===== src/rtl/dsh_pkg.sv =====
package dsh_pkg;
  typedef struct packed {
    logic to_a;
    logic to_b;
  } dsh_steer_t;

  // Both lane strobes come from the same expression stage, so neither one lags the other.
  function automatic dsh_steer_t dsh_steer(input logic ld, input logic sel);
    dsh_steer_t s;
    s.to_a = ld & sel;
    s.to_b = ld & ~sel;
    return s;
  endfunction
endpackage


===== src/rtl/dsh_clk_sampler.sv =====
module dsh_clk_sampler (
  input  logic clk,
  input  logic rst,
  input  logic raw_clk,
  output logic smp_clk,
  output logic fall_evt
);
  logic smp_prev;

  always_ff @(posedge clk) begin
    if (rst) begin
      smp_clk  <= 1'b0;
      smp_prev <= 1'b0;
    end else begin
      smp_clk  <= raw_clk;
      smp_prev <= smp_clk;
    end
  end

  assign fall_evt = smp_prev & ~smp_clk;

  AST_SAMPLE_ONE_STAGE: assert property (@(posedge clk) disable iff (rst)
    1'b1 |=> smp_clk == $past(raw_clk));
endmodule


===== src/rtl/dsh_channel.sv =====
module dsh_channel #(
  parameter int WIDTH = 8
) (
  input  logic             clk,
  input  logic             rst,
  input  logic             ld,
  input  logic             adv,
  input  logic [WIDTH-1:0] din,
  output logic [WIDTH-1:0] q,
  output logic             ser
);
  localparam int MSB = WIDTH - 1;

  function automatic logic [WIDTH-1:0] advance(input logic [WIDTH-1:0] v);
    return {v[MSB-1:0], 1'b0};
  endfunction

  always_ff @(posedge clk) begin
    if (rst)      q <= '0;
    else if (ld)  q <= din;
    else if (adv) q <= advance(q);
  end

  assign ser = q[MSB];

  AST_LOAD_TAKES_BUS: assert property (@(posedge clk) disable iff (rst)
    ld |=> q == $past(din));
  AST_IDLE_HOLDS: assert property (@(posedge clk) disable iff (rst)
    (!ld && !adv) |=> $stable(q));
endmodule


===== src/rtl/dual_byte_shifter.sv =====
module dual_byte_shifter #(
  parameter int BYTE_W = 8
) (
  input  logic              clk,
  input  logic              rst,
  input  logic              eof_en,
  input  logic              load,
  input  logic              chan_sel,
  input  logic [BYTE_W-1:0] din,
  input  logic              shift_clk_in,
  output logic              ser_a,
  output logic              ser_a_oe,
  output logic              ser_b,
  output logic              ser_b_oe,
  output logic              clk_echo_a,
  output logic              clk_echo_a_oe,
  output logic              clk_echo_b,
  output logic              clk_echo_b_oe,
  output logic              done,
  output logic              done_oe
);
  import dsh_pkg::*;

  logic        smp_clk;
  logic        fall_evt;
  dsh_steer_t  steer;
  logic [BYTE_W-1:0] q_a, q_b;

  assign steer = dsh_steer(load, chan_sel);

  dsh_clk_sampler u_smp (
    .clk(clk), .rst(rst), .raw_clk(shift_clk_in),
    .smp_clk(smp_clk), .fall_evt(fall_evt)
  );

  dsh_channel #(.WIDTH(BYTE_W)) u_ch_a (
    .clk(clk), .rst(rst), .ld(steer.to_a), .adv(fall_evt),
    .din(din), .q(q_a), .ser(ser_a)
  );

  dsh_channel #(.WIDTH(BYTE_W)) u_ch_b (
    .clk(clk), .rst(rst), .ld(steer.to_b), .adv(fall_evt),
    .din(din), .q(q_b), .ser(ser_b)
  );

  assign clk_echo_a    = smp_clk;
  assign clk_echo_b    = smp_clk;
  assign done          = 1'b0;
  assign ser_a_oe      = eof_en;
  assign ser_b_oe      = eof_en;
  assign clk_echo_a_oe = eof_en;
  assign clk_echo_b_oe = eof_en;
  assign done_oe       = eof_en;

  AST_ONE_LANE_LOADS: assert property (@(posedge clk) disable iff (rst)
    $onehot0({steer.to_a, steer.to_b}));
  AST_B_KEPT_ON_A_LOAD: assert property (@(posedge clk) disable iff (rst)
    (steer.to_a && !fall_evt) |=> $stable(q_b));
  AST_A_KEPT_ON_B_LOAD: assert property (@(posedge clk) disable iff (rst)
    (steer.to_b && !fall_evt) |=> $stable(q_a));
  AST_ECHO_PAIR_MATCH: assert property (@(posedge clk) disable iff (rst)
    clk_echo_a == clk_echo_b);
endmodule


===== config.mk =====
export PLATFORM = sky130hd
export DESIGN_NAME = dual_byte_shifter
export DESIGN_NICKNAME = d
export VERILOG_FILES = /design/src/rtl/dsh_pkg.sv /design/src/rtl/dsh_clk_sampler.sv /design/src/rtl/dsh_channel.sv /design/src/rtl/dual_byte_shifter.sv
export SDC_FILE = /design/constraint.sdc
export NUM_CORES = 1
export LEC_CHECK = 0
export BUFFER_PORTS_ARGS = -buffer_cell sky130_fd_sc_hd__buf_2
export CELL_PAD_IN_SITES_DETAIL_PLACEMENT = 0
export CELL_PAD_IN_SITES_GLOBAL_PLACEMENT = 1
export CORE_ASPECT_RATIO = 0.6
export CORE_MARGIN = 2
export CORE_UTILIZATION = 37
export CTS_CLUSTER_SIZE = 8
export DETAILED_ROUTE_END_ITERATION = 6
export HOLD_SLACK_MARGIN = 0.06
export PLACE_DENSITY_LB_ADDON = 0.15
export SETUP_SLACK_MARGIN = 0.05
export SLEW_MARGIN = 0
export SYNTH_ARGS = -nofsm -noshare
export SYNTH_HDL_FRONTEND = slang
export SYNTH_SLANG_ARGS = --single-unit

===== constraint.sdc =====
create_clock -name clk -period 1.3 [get_ports clk]
set_clock_uncertainty 0.05 [all_clocks]
set_input_delay 0.26 -clock clk [delete_from_list [all_inputs] [get_ports clk]]
set_output_delay 0.26 -clock clk [all_outputs]
set_load 0.02 [all_outputs]

==> metrics <==
status=completed; setup_tns=0 ns; critical path data required time=1.41 ns; Tcrit/Tclk final=0.878; R2R Path Start=u_smp.smp_clk; Max Fanout on Critical Path=16; FF/Latch Area=362 µm²; initial antenna violation count=0; final worst path period need=1.14 ns; IR drop worst, VDD=472 µV; sink count of the clock tree=18; Post-synth top cells=dfxtp_1 (18), a211oi_1 (14), mux2i_1 (14), nor2_1 (14), buf_4 (7); global route total overflow=0; WHS=0.159 ns; CTS tree=done; Syn-to-layout area delta=10.7%; DRT antenna net count=0; gp weighted congestion=0.642; DR WL/cell=11.7 µm; first-pass GRT wire length=2530 µm; synthesized-area fraction occupied by adder cells=0; Post-Syn Area=845 µm²; fraction of layout cells with a size suffix above 1=0.266; Static Leak=0.000455 µW; die width=65.7 µm; largest net degree at the start of global routing=19; Fin. Hold Viols=0; RSZ-0062 raised after global routing=false; Crit Path Category=reg2reg; Fillers=216; cell with the most instances after synthesis=dfxtp_1; antenna diode count=0; gr usage total=0.135; mux contribution to synthesized area=0.166; max-slew violations=0; type of origin of the critical path=flop; Initial Util=0.390; routed vias/inst=4.71; r2r worst-path depth=3; reg2reg end=u_ch_a.q[6]; Most used DFF post-synth=dfxtp_1; Seq/Total Area, Yosys=0.427; Power Dens Cells=1290 nW/µm²; nets@finish=109; Post-Synth Simple-Gate Area=0.135; Slew HR=0.654; worst slack, placed=0.0390 ns; area leader, netlist=dfxtp_1; Async S/R FF share, synth=0; share of the synthesized area in the top cell type=0.427; Synth Net Count=99; Yosys cell types=17; Worst Path Arrival=1.26 ns; EDFF count, synth=0; Setup crit end kind=flop; CTS Hold Bufs=0; Longest Clk Path Bufs=2; Worst Setup Slack, final=0.159 ns; min-delay worst type=in2reg; Core ar.=2160 µm²; average size of a mapped cell=9.94 µm²; row count=13; Die ar.=2690 µm²; htree depth=1; HP Start=shift_clk_in; setup violators final=0; fmax=876 MHz; DRC errors left=0; post-synthesis compound-gate area fraction=0.136; largest family of logic cells by synthesized area=multiplexers; maxcap violations=0; CTS Buf Count=3; xor/xnor share of the synthesized area=0; reg-to-reg slack, setup=0.16 ns; Worst Tran Pin Value=0.519 ns; root buffer cell=clkbuf_8; router iterations before antenna repair=3; number of DRC markers in iteration 0=19; port bufs=16; clock-pin slew on the worst setup and hold paths=0.07 ns; largest cells by area after synthesis=dfxtp_1 (43%), mux2i_1 (17%), a211oi_1 (12%); hold path endpoint=u_smp.smp_clk; cells after synthesis=85; Seq cells post-synth=18; Multi-input gate area=373 µm²; total number of vias=584; Ports=24; Total Routed Length=1450 µm; Yosys warning count=0; Clock Latency Late Sink=0.25 ns; Worst Hold Path Cells=2; vias in the first global route=554; Die Span Y=41.0 µm
==> power by group <==
part	switching [µW]	total (µW)	internal, µW
logic	75.6	143	67.5
registers	19.4	608	589
clock network	187	456	269
==> metrics by stage <==
stage,util,instance area (µm²),total power (µW),cells
3_5_place_dp,0.403,872,764,119
5_1_grt,0.432,935,1270,124
2_1_floorplan,-,846,749,85
6_report,0.432,935,1210,124
4_1_cts,0.429,927,1230,123
3_3_place_gp,0.403,872,763,119
==> critical path, cell delays in order, from the launching register on <==
cell	delay (ns)
dfxtp_2	0.33
nand2b_4	0.26
mux2i_1	0.17
a211oi_1	0.24
==> state kept, by name, indices dropped and copies added (netlist names) <==
signal          cells
u_smp.smp_prev      1
u_smp.smp_clk       1
u_ch_a.q            8
u_ch_b.q            8
==> cells by family (layout without fill, tap and decap cells) <==
logic type | count (synthesis) | after routing
AOI/OAI and AO/OA | 16 | 16
other | 1 | 1
and+or+nand+nor | 23 | 23
buffers and inverters | 13 | 22
DFF | 18 | 18
muxes | 14 | 14
==> metal layers <==
layer / global-route usage / share of wire / vias up
li1: - / - / 312
met1: 0.161 / 0.50 / 257
met2: 0.215 / 0.41 / 13
met3: 0.0659 / 0.077 / 2
met4: 0.0521 / 0.0055 / 0
met5: 0 / 0 / -
==> cell usage in the layout (no fill, tap or decap), drive strengths merged <==
master and count:
dfxtp 18, buf 18, mux2i 14, nor2 14, a211oi 14, clkbuf 4
nand3 3, a21oi 2, nand2b 2, nor2b 2, nand3b 1, nand2 1
conb 1
==> worst max path at each step <==
stage,from,end,cells after the start
final,u_smp.smp_clk,u_ch_a.q[6],3
after global routing,u_smp.smp_clk,u_ch_b.q[2],3
after CTS,u_smp.smp_clk,u_ch_a.q[6],3
after detailed placement,chan_sel,u_ch_b.q[1],4
after global placement,chan_sel,u_ch_b.q[6],4
after floorplan,u_smp.smp_clk,u_ch_a.q[7],5
==> area by class of cell <==
type,count,share of cell area
Clock buffer,4,0.0589
Multi-Input combinational cell,54,0.399
Tap cell,30,0.0402
Timing Repair Buffer,18,0.115
Sequential cell,18,0.387
==> what timing repair did <==
item	4_1_cts	5_1_grt
setup buffers	0	1
endpoints found under the setup margin	0	2
gates resized for setup	0	0
Note: power is estimated with default switching activity, not from simulation.
